$ cat config.mk
export PLATFORM = sky130hd
export DESIGN_NAME = bkpt_unit
export DESIGN_NICKNAME = d
export VERILOG_FILES = /design/src/rtl/bkpt_pkg.sv /design/src/rtl/bkpt_cfg.sv /design/src/rtl/bkpt_cmp.sv /design/src/rtl/bkpt_step.sv /design/src/rtl/bkpt_unit.sv
export SDC_FILE = /design/constraint.sdc
export NUM_CORES = 1
export LEC_CHECK = 0
export BUFFER_PORTS_ARGS = -buffer_cell sky130_fd_sc_hd__buf_2
export CELL_PAD_IN_SITES_DETAIL_PLACEMENT = 1
export CELL_PAD_IN_SITES_GLOBAL_PLACEMENT = 1
export CORE_ASPECT_RATIO = 1.1
export CORE_MARGIN = 2
export CORE_UTILIZATION = 45
export DETAILED_ROUTE_END_ITERATION = 8
export GPL_ROUTABILITY_DRIVEN = 1
export PLACE_DENSITY_LB_ADDON = 0.1
export REMOVE_ABC_BUFFERS = 1
export SYNTH_ARGS = -nofsm -noshare
export SYNTH_HDL_FRONTEND = slang
export SYNTH_SLANG_ARGS = --single-unit
export TNS_END_PERCENT = 10
$ cat constraint.sdc
create_clock -name clk_i -period 3.5 [get_ports clk_i]
set_input_delay 0.525 -clock clk_i [delete_from_list [all_inputs] [get_ports clk_i]]
set_output_delay 0.525 -clock clk_i [all_outputs]
set_load 0.02 [all_outputs]
$ cat src/rtl/bkpt_pkg.sv
package bkpt_pkg;
  localparam int NUM_SLOTS = 4;
  localparam int NUM_SRC   = 6;
  localparam int SRC_FLOW  = 4;
  localparam int SRC_STEP  = 5;
  localparam int CFG_CTRL  = 4;
  // control word fields
  localparam int CTL_MODE_LSB = 0;
  localparam int CTL_EN_LSB   = 3;
  localparam int CTL_FLOW     = 7;
  localparam int CTL_STEP     = 8;
  localparam int CTL_W        = 9;

  typedef enum logic [2:0] {
    K_OFF   = 3'd0,
    K_PROG  = 3'd1,
    K_DATA  = 3'd2,
    K_RNG_P = 3'd3,
    K_RNG_D = 3'd4
  } kind_e;
endpackage

$ cat src/rtl/bkpt_cfg.sv
module bkpt_cfg
  import bkpt_pkg::*;
#(
  parameter int AW = 16
) (
  input  logic                 clk_i,
  input  logic                 rst_ni,
  input  logic                 we_i,
  input  logic [2:0]           addr_i,
  input  logic [AW-1:0]        wdata_i,
  output logic [AW-1:0]        val_o [NUM_SLOTS],
  output logic [2:0]           mode_o,
  output logic [NUM_SLOTS-1:0] en_o,
  output logic                 flow_en_o,
  output logic                 step_en_o
);
  logic [CTL_W-1:0] ctrl_q;

  for (genvar s = 0; s < NUM_SLOTS; s++) begin : g_val
    always_ff @(posedge clk_i or negedge rst_ni) begin
      if (!rst_ni)                          val_o[s] <= '0;
      else if (we_i && addr_i == 3'(s))     val_o[s] <= wdata_i;
    end
  end

  always_ff @(posedge clk_i or negedge rst_ni) begin
    if (!rst_ni)                                 ctrl_q <= '0;
    else if (we_i && addr_i == 3'(CFG_CTRL))     ctrl_q <= wdata_i[CTL_W-1:0];
  end

  assign mode_o    = ctrl_q[CTL_MODE_LSB +: 3];
  assign en_o      = ctrl_q[CTL_EN_LSB +: NUM_SLOTS];
  assign flow_en_o = ctrl_q[CTL_FLOW];
  assign step_en_o = ctrl_q[CTL_STEP];

  // control only moves on a write to its own address
  p_ctrl_hold_r11: assert property (@(posedge clk_i) disable iff (!rst_ni)
    !(we_i && addr_i == 3'(CFG_CTRL)) |=> $stable(ctrl_q));
endmodule

$ cat src/rtl/bkpt_cmp.sv
module bkpt_cmp
  import bkpt_pkg::*;
#(
  parameter int AW = 16
) (
  input  logic          clk_i,
  input  logic          rst_ni,
  input  kind_e         kind_i,
  input  logic          en_i,
  input  logic [AW-1:0] val_i,
  input  logic [AW-1:0] mask_i,
  input  logic          fetch_v_i,
  input  logic [AW-1:0] fetch_addr_i,
  input  logic          data_v_i,
  input  logic [AW-1:0] data_addr_i,
  output logic          hit_o
);
  logic raw;

  always_comb begin
    unique case (kind_i)
      K_PROG:  raw = fetch_v_i && (fetch_addr_i == val_i);
      K_DATA:  raw = data_v_i && (data_addr_i == val_i);
      K_RNG_P: raw = fetch_v_i && (((fetch_addr_i ^ val_i) & mask_i) == '0);
      K_RNG_D: raw = data_v_i && (((data_addr_i ^ val_i) & mask_i) == '0);
      default: raw = 1'b0;
    endcase
  end

  assign hit_o = en_i && raw;

  p_prog_on_fetch_r7: assert property (@(posedge clk_i) disable iff (!rst_ni)
    (hit_o && (kind_i == K_PROG || kind_i == K_RNG_P)) |-> fetch_v_i);
  p_data_on_access_r7: assert property (@(posedge clk_i) disable iff (!rst_ni)
    (hit_o && (kind_i == K_DATA || kind_i == K_RNG_D)) |-> data_v_i);
  p_off_quiet_r7: assert property (@(posedge clk_i) disable iff (!rst_ni)
    (kind_i == K_OFF) |-> !hit_o);
endmodule

$ cat src/rtl/bkpt_step.sv
module bkpt_step (
  input  logic clk_i,
  input  logic rst_ni,
  input  logic resume_i,
  input  logic fetch_v_i,
  input  logic step_en_i,
  output logic hit_o
);
  logic arm_q, seen_q;

  always_ff @(posedge clk_i or negedge rst_ni) begin
    if (!rst_ni) begin
      arm_q  <= 1'b0;
      seen_q <= 1'b0;
    end else if (resume_i) begin
      arm_q  <= 1'b1;
      seen_q <= 1'b0;
    end else if (fetch_v_i && arm_q) begin
      if (seen_q) arm_q <= 1'b0;
      else        seen_q <= 1'b1;
    end
  end

  assign hit_o = step_en_i && arm_q && seen_q && fetch_v_i && !resume_i;

  p_arm_from_resume_r9: assert property (@(posedge clk_i) disable iff (!rst_ni)
    $rose(arm_q) |-> $past(resume_i));
  p_one_instr_first_r9: assert property (@(posedge clk_i) disable iff (!rst_ni)
    resume_i |=> !hit_o || !seen_q);
endmodule

$ cat src/rtl/bkpt_unit.sv
module bkpt_unit
  import bkpt_pkg::*;
#(
  parameter int AW = 16
) (
  input  logic               clk_i,
  input  logic               rst_ni,
  input  logic               fetch_valid_i,
  input  logic [AW-1:0]      fetch_addr_i,
  input  logic               flow_chg_i,
  input  logic               data_valid_i,
  input  logic [AW-1:0]      data_addr_i,
  input  logic               resume_i,
  input  logic               cfg_we_i,
  input  logic [2:0]         cfg_addr_i,
  input  logic [AW-1:0]      cfg_wdata_i,
  output logic               brk_o,
  output logic [NUM_SRC-1:0] brk_src_o
);
  logic [AW-1:0]        slot_val [NUM_SLOTS];
  logic [2:0]           mode;
  logic [NUM_SLOTS-1:0] slot_en;
  logic                 flow_en, step_en, step_hit;
  kind_e                kind [NUM_SLOTS];
  logic [NUM_SRC-1:0]   hits;

  bkpt_cfg #(.AW(AW)) i_cfg (
    .clk_i, .rst_ni,
    .we_i(cfg_we_i), .addr_i(cfg_addr_i), .wdata_i(cfg_wdata_i),
    .val_o(slot_val), .mode_o(mode), .en_o(slot_en),
    .flow_en_o(flow_en), .step_en_o(step_en)
  );

  // slot roles per mode; codes 5..7 fall back to mode 0
  always_comb begin
    kind[0] = K_PROG;
    kind[1] = K_PROG;
    kind[2] = K_PROG;
    kind[3] = K_PROG;
    unique case (mode)
      3'd1: kind[3] = K_DATA;
      3'd2: begin kind[2] = K_DATA;  kind[3] = K_DATA; end
      3'd3: begin kind[2] = K_RNG_P; kind[3] = K_OFF;  end
      3'd4: begin kind[2] = K_RNG_D; kind[3] = K_OFF;  end
      default: ;
    endcase
  end

  for (genvar s = 0; s < NUM_SLOTS; s++) begin : g_slot
    bkpt_cmp #(.AW(AW)) i_cmp (
      .clk_i, .rst_ni,
      .kind_i(kind[s]), .en_i(slot_en[s]),
      .val_i(slot_val[s]), .mask_i(slot_val[NUM_SLOTS-1]),
      .fetch_v_i(fetch_valid_i), .fetch_addr_i(fetch_addr_i),
      .data_v_i(data_valid_i), .data_addr_i(data_addr_i),
      .hit_o(hits[s])
    );
  end

  bkpt_step i_step (
    .clk_i, .rst_ni,
    .resume_i, .fetch_v_i(fetch_valid_i), .step_en_i(step_en),
    .hit_o(step_hit)
  );

  assign hits[SRC_FLOW] = flow_en && fetch_valid_i && flow_chg_i;
  assign hits[SRC_STEP] = step_hit;

  always_ff @(posedge clk_i or negedge rst_ni) begin
    if (!rst_ni) begin
      brk_o     <= 1'b0;
      brk_src_o <= '0;
    end else if (resume_i) begin
      brk_o     <= 1'b0;
      brk_src_o <= '0;
    end else begin
      brk_o     <= brk_o | (|hits);
      brk_src_o <= brk_src_o | hits;
    end
  end

  p_sticky_r10: assert property (@(posedge clk_i) disable iff (!rst_ni)
    (brk_o && !resume_i) |=> brk_o);
  p_clear_r10: assert property (@(posedge clk_i) disable iff (!rst_ni)
    resume_i |=> (!brk_o && brk_src_o == '0));
  p_src_needs_brk_r10: assert property (@(posedge clk_i) disable iff (!rst_ni)
    (|brk_src_o) |-> brk_o);
  p_range_slot3_quiet_r5: assert property (@(posedge clk_i) disable iff (!rst_ni)
    (mode == 3'd3 || mode == 3'd4) |-> !hits[3]);
endmodule

==> out/results.txt, run 1 <==
The initial antenna violation count is 0, and the number of buffers added by the clock tree synthesis step is 9. Routability-driven placement finished with a final weighted congestion of 0.9074. Yosys printed 0 warnings. Worst min-delay path category: in2async. The run gives 82 as the total number of clock tree sinks. The number of global-route vias before repair came out at 3419. The final global-route overflow total is 0, and the worst clock skew is 0.005988 ns. The logs give 0.002602 W for the total chip power and 0 ns for the aggregate negative setup slack. Gate count after technology mapping: 379. TritonCTS built the clock tree. The worst setup path is launched from a flip-flop. The total routed wirelength was 11990 um; the routed length per instance was 20.88 um. For this run, design rule violations remaining after detail routing come to 0. Once detail routing completed, the nets flagged for antenna violations numbered 0. Power spread over the standard cell area amounts to 507.0 nW/um2.

For the final hold violation count, the log shows 0. Dividing the detail-routed via count by the number of cells gives 5.512. The worst vdd rail ir drop came out at 0.0002374 V. Setup repair after global routing left no endpoint under its margin. The flow ran to the end, and the final reports show no timing, DRC or antenna violations. The layout cell share with drive strength beyond 1 works out to 18.50%. After clock tree synthesis, the clock-pin slew on the worst setup and hold paths is 0.08 ns.

The clock tree synthesis step divided the H-tree into 3 levels. For this run, asynchronously set or reset flops after synthesis account for 100.0%. The floorplan step set the die width to 99.49 um.

The run gives 9220 um as the post-detailed-placement half-perimeter wirelength. The minimum clock period after layout was 1.987 ns. The post-synth design cell area is 4513 um2. From synthesis to final layout, the design area changed by 13.70%. The data arrival at the endpoint of the critical path was 2.27 ns; the fraction of the yosys area taken by sequential cells was 45.47%.

The largest driver fanout on the critical path is 5, and the cell area after placement is 4967 um2. For this design, the CTS-stage hold fixing added 0 buffers. Counting along the longest clock path gives a buffer depth of 2.

The number of synthesized flops with an enable pin was 0; the number of placement rows was 38. The total placed cells including tap cells is 558, and the maximum number of pins on one net before global-route repair is 83. The number of different library cells used by synthesis comes to 39.

The tools report the headroom to the max-slew limit as 29.43%. The number of nets in the finished design was 523; the slew at the pin closest to its max-slew limit was 1.053 ns. Summing over every cut layer, the via total after detailed routing is 3164. The start-to-end type of the worst setup path was reg2reg. The number of pins with negative max-slew slack in the final report came out at 0. The floorplan step defined a core boundary enclosing 9794 um2. The die covers 10850 um2. The predominant post-synthesis flop cell is sky130_fd_sc_hd__dfrtp_1. For this configuration, the core starts out at a cell density of 46.08%. The number of standard cells in the layout, taps in and fillers out is 574, and the utilization after layout is 52.39%. The tools report the leakage power as 2.390 nW. Buffers added to address setup during post-CTS repair amount to 0. The logs give 0 for the number of gates resized after cts and 101 for the violation count after the first detailed-route iteration. The finished cells cover 5131 um2.

The run gives 503.2 MHz as the achievable frequency. For this run, the total global-route usage over all layers was measured as 23.64%. The repair_antennas step left the layout with diodes totalling 0. The mean post-synth cell area was 11.91 um2; the number of max-cap violations was 0. The final number of setup-violating endpoints is 0, and the final worst-path cycle share is 56.77%.

The first global-routing pass estimated 18890 um of wire. At the worst endpoint, the required time is 3.79 ns. The tools report the root cell of the clock tree as sky130_fd_sc_hd__clkbuf_8.

The number of buffers added on ports was 64; the synthesized flop and latch total was 82. The worst setup path is captured at a flip-flop. The logs give 65 for the count of pins on the block boundary and 0.36 ns for the worst-skew pair later-pin latency. The die boundary height is 109.0 um, and the number of search-and-repair iterations in the first detailed-routing pass is 4.
metrics by stage:
step           worst slack, ns  hold WS [ns]
5_1_grt                  1.377        0.4226
3_5_place_dp             1.255        0.4801
3_3_place_gp             1.267        0.4716
6_report                 1.513        0.3293
2_1_floorplan            1.500        0.2294
4_1_cts                  1.471        0.3949
power by group:
part / total, W / internal (W) / switching (W)
Clock: 0.000608 / 0.000275 / 0.000333
Sequential: 0.00134 / 0.00114 / 0.000205
Combinational: 0.000652 / 0.000318 / 0.000334
worst paths after layout:
kind                                       from               to  slack, ns  depth (start not counted)
worst min register to register  i_cfg.ctrl_q[4]  i_cfg.ctrl_q[4]       0.50                          1
worst min-delay path                     rst_ni  i_cfg.val_o[33]       0.33                          1
worst max register to register  i_cfg.val_o[11]            brk_o       1.51                          6
min in group clk_i              cfg_wdata_i[13]  i_cfg.val_o[45]       0.43                          2
max in group asynchronous                rst_ni  i_cfg.val_o[41]       2.45                          1
worst max-delay path            i_cfg.val_o[11]            brk_o       1.51                          6
state kept, by name (all words and copies together) (netlist names):
signal and cells:
brk_o 1, brk_src_o 6, i_cfg.ctrl_q 9, i_cfg.val_o 64, i_step.arm_q 1, i_step.seen_q 1
Yosys cell counts, drive strengths merged, types with 2 or more instances:
| cell type | n | area, um2 |
|---|---|---|
| a21oi | 4 | 20.02 |
| nand2 | 9 | 33.78 |
| nor3b | 2 | 20.02 |
| o22ai | 2 | 12.51 |
| xnor2 | 12 | 105.1 |
| a31oi | 2 | 12.51 |
| mux2 | 73 | 822.0 |
| nor3 | 6 | 35.03 |
| a222oi | 3 | 30.03 |
| nand3 | 10 | 55.05 |
| a221oi | 4 | 35.03 |
| nand4 | 7 | 43.79 |
| clkbuf | 3 | 11.26 |
| xor2 | 70 | 613.1 |
| and3 | 4 | 26.28 |
| ha | 16 | 200.2 |
| buf | 5 | 30.02 |
| dfrtp | 82 | 2052 |
| nor2 | 12 | 45.04 |
| inv | 19 | 71.32 |
| a22o | 4 | 35.03 |
| a22oi | 4 | 30.03 |
| nor4 | 15 | 93.84 |
kinds of logic after synthesis:
family | Yosys count | synth area share (%)
xor+xnor | 82 | 15.91
flops | 82 | 45.47
mux | 73 | 18.21
simple gates | 72 | 8.955
compound gates | 27 | 4.519
buf+inv | 27 | 2.495
fa+ha+maj | 16 | 4.436
cell usage in the layout (no fill, tap or decap), drive strengths merged, types with 9 or more instances in the layout:
cell / n
dfrtp: 82
mux2: 73
xor2: 70
buf: 67
inv: 19
ha: 16
nor4: 15
clkbuf: 13
xnor2: 12
nor2: 12
nand3: 10
nand2: 9
worst max-delay path, cell delays in order, from the launching register on:
cell and delay (ns):
sky130_fd_sc_hd__dfrtp_1 0.45, sky130_fd_sc_hd__xor2_1 0.21, sky130_fd_sc_hd__nor4_1 0.34, sky130_fd_sc_hd__nand3_1 0.14, sky130_fd_sc_hd__o41ai_1 0.48, sky130_fd_sc_hd__nor3_1 0.13
sky130_fd_sc_hd__a31oi_1 0.17
metal layers:
metal  GRT usage, %  up-vias  routed length, um
met3          4.038       19                384
met5              0        -                  0
li1               -     1474                  -
met4          8.513        0                253
met2          40.30       58               5962
met1          30.39     1613               5385
layout make-up:
class                      count  area [um2]
fill                        1079        4663
multi-input combinational    270        2349
sequential                    82        2052
timing repair buffer          67       345.3
tap                          120       150.1
clock buffer                  13       148.9
inverter                      19       71.32
clock inverter                 3       15.01
No activity file was read; power rests on OpenSTA's default activity.
==> inputs of run 2 (changes only) <==
--- a/config.mk
+++ b/config.mk
@@ -10,7 +10,7 @@
 export CELL_PAD_IN_SITES_GLOBAL_PLACEMENT = 1
 export CORE_ASPECT_RATIO = 1.1
 export CORE_MARGIN = 2
-export CORE_UTILIZATION = 45
+export CORE_UTILIZATION = 42
 export DETAILED_ROUTE_END_ITERATION = 8
 export GPL_ROUTABILITY_DRIVEN = 1
 export PLACE_DENSITY_LB_ADDON = 0.1
==> constraint.sdc (replaced) <==
create_clock -name clk_i -period 1.8 [get_ports clk_i]
set_input_delay 0.27 -clock clk_i [delete_from_list [all_inputs] [get_ports clk_i]]
set_output_delay 0.27 -clock clk_i [all_outputs]
set_load 0.02 [all_outputs]
==> out/results.txt, run 2 (same netlist as run 1, synthesis figures left out) <==
The number of nets in the finished design was 564 (+7.8%); the violation count after the first detailed-route iteration was 96 (-5.0%). The checks that failed: negative setup slack. The die boundary height works out to 112.7 um (+3.4%).

The top cell types in the final layout, fill and taps aside, are sky130_fd_sc_hd__dfrtp_1, sky130_fd_sc_hd__mux2_1, sky130_fd_sc_hd__xor2_1. The total power density per cell area was 1045 nW/um2 (+110%). The worst setup path is launched from a flip-flop. The tools report the number of max-cap violations as 0 (unchanged).

The clock-pin slew of the registers on the worst-case setup and hold paths came out at 0.06 ns (-0.02 ns). The post-detailed-placement half-perimeter wirelength came out at 10050 um (+9.0%). Maximum number of pins on one net before global-route repair: 44 (-47%). The logs give 0.0004374 V (+84%) for the worst vdd rail ir drop and 11590 um2 (+6.9%) for the full die area. Initial standard-cell utilization of the core: 43.22% (-2.9 points). The logs give 1157 (+7.2%) for the count of filler cells inserted in the layout and 2 (unchanged) for the maximum buffer depth of the clock tree.

Setup repair after global routing could not meet its margin everywhere. The number of global-route vias before repair is 3903 (+14%), and the minimum clock period after layout is 1.988 ns (+0.001020 ns). The flip-flop count of the largest register after layout is 64 (unchanged), and the die extent in x is 102.8 um (+3.4%). The count of antenna diodes in the layout is 0 (unchanged). In the final layout, the registers with the most flip-flops are i_cfg.val_o: 64 flops, i_cfg.ctrl_q: 9 flops, brk_src_o: 6 flops.

The first-pass GRT wire length came out at 20710 um (+9.6%). Final global-route overflow total: 0 (unchanged). The path class of the tightest hold or removal check is in2reg. The total routed wirelength was 12860 um (+7.3%); the post-CTS setup buffer count was 0 (unchanged).

The total number of clock tree sinks is 82 (unchanged), and the mean number of vias per cell is 5.228 (-5.2%). The slew at the pin closest to its max-slew limit was 0.5014 ns (-0.5514 ns). Number of buffers added by the clock tree synthesis step: 9 (unchanged). For the count of pins on the block boundary, the log shows 65 (unchanged). Largest driver fanout on the critical path: 2 (-3).

The number of pins with negative max-slew slack in the final report came out at 0 (unchanged). The layout cell share with drive strength beyond 1 is 26.72% (+8.2 points), and the number of design rule violations left after detail routing is 0 (unchanged). The logs give 0.33 ns (-0.03 ns) for the worst-skew pair later-pin latency and 5672 um2 (+11%) for the post-route cell area.

The final worst-path cycle share was 110.5% (+54 points); the number of buffers added on ports was 64 (unchanged). The worst setup path is captured at a flip-flop. The run gives 0 (unchanged) as the initial antenna violation count. The start-to-end type of the worst setup path was reg2reg. The leakage power is 2.672 nW (+12%). The logs give 5 (+1) for the number of search-and-repair iterations in the first detailed-routing pass and 39 (+2.6%) for the number of placement rows. Routability congestion estimate: 0.8999 (-0.83%).

The headroom to the max-slew limit was 66.57% (+37 points). The area added between synthesis and finish came out at 25.67%. The tools report the global-route total usage across every layer as 24.13% (+0.49 points). The routed length per instance is 20.19 um (-3.3%). The library cell used most frequently in the layout, excluding fill and tap cells, is sky130_fd_sc_hd__dfrtp_1. TritonCTS built the clock tree. The remaining antenna violation count is 0 (unchanged). The cell area after placement is 5334 um2 (+7.4%), and the post-layout worst setup margin is -0.1881 ns (-1.701 ns).

The H-tree depth reported by CTS was 3 (unchanged). The worst clock skew is 0.006345 ns (+0.0003566 ns), and the data required time at the worst endpoint is 2.06 ns (-1.73 ns). The largest register by flop count is i_cfg.val_o. The root cell of the clock tree is sky130_fd_sc_hd__clkbuf_16. The run gives 2.25 ns (-0.02 ns) as the data arrival at the endpoint of the critical path. Aggregate negative setup slack: -0.3669 ns (-0.3669 ns). The logs give 3330 (+5.2%) for the number of vias after detailed routing and 503.0 MHz (about the same) for the achievable frequency.

The run gives 10440 um2 (+6.6%) as the core area. The final number of setup-violating endpoints came out at 2 (+2). The flow ran to the end, but the final reports show violations. Final hold violation count: 0 (unchanged).
==> run 2: final cells by class <==
class                   instances  area, um2  share of cell area [%]
flip-flops and latches         82       2052                   36.18
clock inverters                 2      10.01                  0.1765
multi-input cells             270       2386                   42.07
clock buffers                  13      280.3                   4.942
inverters                      19      71.32                   1.257
well taps                     143      178.9                   3.155
repair buffers                108      693.2                   12.22
==> run 2: final timing paths <==
check	from	end	slack [ns]	cells after the start
max	i_cfg.val_o[31]	brk_o	-0.19	6
min	cfg_wdata_i[10]	i_cfg.val_o[58]	0.20	2
max reg2reg	i_cfg.val_o[31]	brk_o	-0.19	6
min reg2reg	brk_src_o[0]	brk_src_o[0]	0.49	2
max in group asynchronous	rst_ni	i_cfg.val_o[0]	0.82	3
min in group asynchronous	rst_ni	i_cfg.val_o[53]	0.41	2
==> run 2: layer usage <==
| layer | vias to the layer above | global-route usage (%) | part of all wire, % |
|---|---|---|---|
| met5 | - | 0 | 0 |
| met4 | 0 | 9.912 | 2.9 |
| met3 | 23 | 3.335 | 3.4 |
| met2 | 71 | 42.48 | 52 |
| met1 | 1686 | 29.38 | 42 |
| li1 | 1550 | - | - |
==> run 2: where the power goes <==
part           total (W)  internal [W]  switching [W]
clock network    0.00178       0.00107       0.000707
registers        0.00255       0.00222       0.000338
logic            0.00159      0.000788       0.000803
total            0.00592       0.00408        0.00185
==> run 2: through the flow <==
step / total power (W) / hold WS (ns) / utilization (%) / worst slack (ns) / std cells
finish: 0.005925 / 0.1953 / 54.31 / -0.1881 / 637
global route: 0.006248 / 0.2097 / 54.31 / -0.2403 / 637
CTS: 0.005976 / 0.1851 / 54.10 / -0.1676 / 637
detailed placement: 0.004154 / 0.2173 / 51.08 / -0.1927 / 621
global placement: 0.004088 / 0.2143 / 51.08 / -0.1450 / 621
floorplan: 0.003357 / -0.02559 / - / 0.003874 / 371
==> run 2: critical path, stage by stage, from the launching register on <==
cell	delay [ns]
sky130_fd_sc_hd__dfrtp_1	0.40
sky130_fd_sc_hd__xor2_2	0.17
sky130_fd_sc_hd__or4_1	0.52
sky130_fd_sc_hd__or3_1	0.32
sky130_fd_sc_hd__o22ai_1	0.17
sky130_fd_sc_hd__a222oi_1	0.17
sky130_fd_sc_hd__a31oi_1	0.15
==> run 2: repair_timing <==
action                                  CTS  global route
endpoints found under the setup margin    3             5
hold endpoints to repair                 25             0
hold buffers                              1             0
pin swaps                                 2             3
resized for setup                         2             4
==> inputs of run 3 (changes only) <==
--- a/config.mk
+++ b/config.mk
@@ -8,7 +8,7 @@
 export BUFFER_PORTS_ARGS = -buffer_cell sky130_fd_sc_hd__buf_2
 export CELL_PAD_IN_SITES_DETAIL_PLACEMENT = 1
 export CELL_PAD_IN_SITES_GLOBAL_PLACEMENT = 1
-export CORE_ASPECT_RATIO = 1.1
+export CORE_ASPECT_RATIO = 0.6
 export CORE_MARGIN = 2
 export CORE_UTILIZATION = 42
 export DETAILED_ROUTE_END_ITERATION = 8
==> out/results.txt, run 3 (same netlist as run 1, synthesis figures left out) <==
The run finished, with violations left. The final reports fail on negative setup slack. Slowest stage cell on the critical path: sky130_fd_sc_hd__or4_1. Traced cell by cell, the critical path runs through xor2_1 > or4_1 > or3_1 > o22ai_1 > a222oi_1 > a31oi_1. The post-CTS setup buffer count was 0 (unchanged). Root cell of the clock tree: sky130_fd_sc_hd__clkbuf_16. The area added between synthesis and finish was 25.48%. The register-to-register setup slack was -0.15 ns (+0.04 ns); the worst vdd rail ir drop was 0.0005393 V (+23%).

In the final layout, the registers with the most flip-flops are i_cfg.val_o: 64 flops, i_cfg.ctrl_q: 9 flops, brk_src_o: 6 flops. For the final hold violation count, the log shows 0 (unchanged). The die boundary height is 84.30 um (-25%). Leakage power: 2.665 nW (-0.27%).

For the first-pass GRT wire length, the log shows 21390 um (+3.3%). The tools report the routability congestion estimate as 0.9147 (+1.6%). The minimum clock period after layout was 1.950 ns (-0.03806 ns); the number of max-cap violations was 0 (unchanged). The global-route total usage across every layer came out at 25.11% (+0.97 points).

The largest register by flop count is i_cfg.val_o. The logs give 53.82% (-0.50 points) for the utilization after layout and 5 (unchanged) for the number of search-and-repair iterations in the first detailed-routing pass. The data required time at the worst endpoint was 2.07 ns (about the same); the final number of setup-violating endpoints was 2 (unchanged). Number of placement rows: 29 (-26%).

The most common library cell in the layout ignoring fill and taps was sky130_fd_sc_hd__dfrtp_1. The number of pins with negative max-slew slack in the final report came out at 0 (unchanged). The worst hold path terminates at i_cfg.val_o[59]. The maximum buffer depth of the clock tree is 2 (unchanged).

Full die area: 11620 um2 (+0.23%). The count of pins on the block boundary was 65 (unchanged). Routed length per instance: 21.34 um (+5.7%). The tools report the clock power share as 32.6% (+2.6 points). The final global-route overflow total is 0 (unchanged), and the number of vias after detailed routing is 3396 (+2.0%). For the post-layout worst setup margin, the log shows -0.1501 ns (+0.03806 ns).

The number of instances on the worst hold path was 2 (unchanged). The post-detailed-placement half-perimeter wirelength was 10470 um (+4.2%). The startpoint identified for the worst hold timing path is cfg_wdata_i[11]. The worst-skew pair later-pin latency was 0.35 ns (+0.02 ns). Die extent in x: 137.8 um (+34%). STA classifies the critical path startpoint as a flip-flop.

The tools report the number of design rule violations left after detail routing as 0 (unchanged). For the internal portion of total power, the log shows 0.004234 W (+3.9%). Number of cells on the worst reg-to-reg path: 6 (unchanged). The slew at the pin closest to its max-slew limit is 0.5275 ns (+0.02607 ns), and the logic gate share of total power is 25.9% (-0.9 points).

The violation count after the first detailed-route iteration came out at 198 (+110%). The total power density per cell area is 1093 nW/um2 (+4.6%). The worst register-to-register path begins at i_cfg.val_o[22]. The flip-flop count of the largest register after layout was 64 (unchanged); the data arrival at the endpoint of the critical path was 2.22 ns (-0.03 ns).

The headroom to the max-slew limit was 64.51% (-2.1 points). Setup repair after global routing could not meet its margin everywhere. The worst min-delay path category is in2reg. Clock-pin slew of the registers on the worst-case setup and hold paths: 0.06 ns (about the same). The total routed wirelength is 13450 um (+4.5%).

The final worst-path cycle share came out at 108.3% (-2.1 points). The sequential share of power came out at 41.4% (-1.7 points). The mean number of vias per cell is 5.390 (+3.1%).

The peak per-stage delay on the critical path works out to 0.53 ns (about the same). The initial antenna violation count was 0 (unchanged); the number of nets in the finished design was 561 (-0.53%). The critical path is of the reg2reg type. The tools report the maximum number of pins on one net before global-route repair as 35 (-20%). The switching portion of total power is 31.56% (+0.38 points). The run gives 0.009750 ns (+0.003405 ns) as the worst clock skew. The logs give 512.8 MHz (+2.0%) for the achievable frequency and 0 (unchanged) for the remaining antenna violation count.

The number of buffers added by the clock tree synthesis step came out at 9 (unchanged). The worst setup path is captured at a flip-flop. The count of antenna diodes in the layout was 0 (unchanged). The logs give 0.001953 W (+5.7%) for the net switching power of the design and 10520 um2 (+0.77%) for the core area.

The logs give 3745 (-4.0%) for the number of global-route vias before repair and -0.1960 ns (-0.003347 ns) for the pre-CTS worst setup slack. In this run the critical register-to-register path is captured at brk_o. The layout cell share with drive strength beyond 1 was 26.27% (-0.45 points); the H-tree depth reported by CTS was 3 (unchanged). The run gives 42.89% (-0.33 points) as the initial standard-cell utilization of the core. In the layout the commonest cells are sky130_fd_sc_hd__dfrtp_1, sky130_fd_sc_hd__mux2_1, sky130_fd_sc_hd__xor2_1. The largest driver fanout on the critical path is 2 (unchanged). TritonCTS built the clock tree. The number of buffers added on ports is 64 (unchanged). The tools report the total number of clock tree sinks as 82 (unchanged). The tools report the worst hold slack as 0.1796 ns (-0.01574 ns).
## run 3: final cells by class
class	instances	area, um2
clock buffer	10	239.0
clock inverter	5	78.83
fill	1139	4860
inverter	19	71.32
multi-input combinational	270	2375
sequential	82	2054
tap	139	173.9
timing repair buffer	105	670.6
## run 3: routing by layer
layer  vias to the layer above  global-route usage, %  part of all wire (%)
li1                       1549                      -                     -
met1                      1742                  38.06                    51
met2                        95                  36.32                    42
met3                        10                  5.676                   6.1
met4                         0                  6.122                   1.0
met5                         -                      0                     0
## run 3: per-stage QoR
step,instance area [um2],total power [W],instances,setup TNS [ns]
after floorplan,4472,0.003357,371,0
after global placement,5306,0.004086,614,-0.3582
after detailed placement,5306,0.004159,614,-0.5385
after CTS,5648,0.006191,630,-0.2835
after global routing,5663,0.006494,630,-0.4534
final,5663,0.006187,630,-0.2927
## run 3: worst max path at each step
stage	startpoint	end	slack [ns]	cells after the start
2_1_floorplan	i_cfg.val_o[22]	brk_src_o[2]	0.004	6
3_3_place_gp	fetch_addr_i[6]	brk_src_o[2]	-0.15	7
3_5_place_dp	i_cfg.val_o[11]	brk_o	-0.20	7
4_1_cts	i_cfg.val_o[22]	brk_src_o[2]	-0.14	6
5_1_grt	i_cfg.val_o[31]	brk_o	-0.20	6
6_report	i_cfg.val_o[22]	brk_o	-0.15	6
## run 3: worst max-delay path, delay by kind of cell, from the launching register on
kind | cells | cell delay (ns)
AND/OR/NAND/NOR | 2 | 0.85
flip-flops | 1 | 0.39
AO/OA/AOI/OAI | 3 | 0.46
XOR/XNOR | 1 | 0.17
## run 3: repair_timing
item / in CTS / in global routing
gates resized for setup: 2 / 4
gates cloned: 0 / 0
endpoints found under the hold margin: 31 / 0
pin swaps: 2 / 2
hold buffers: 1 / 0
setup endpoints to repair: 3 / 4
## run 3: power groups by stage
stage	registers (W)	clock network [W]	logic (W)
2_1_floorplan	0.00252	0	0.000833
3_3_place_gp	0.00257	0	0.00152
3_5_place_dp	0.00259	0	0.00156
4_1_cts	0.00256	0.00203	0.00160
5_1_grt	0.00262	0.00211	0.00176
6_report	0.00256	0.00202	0.00160
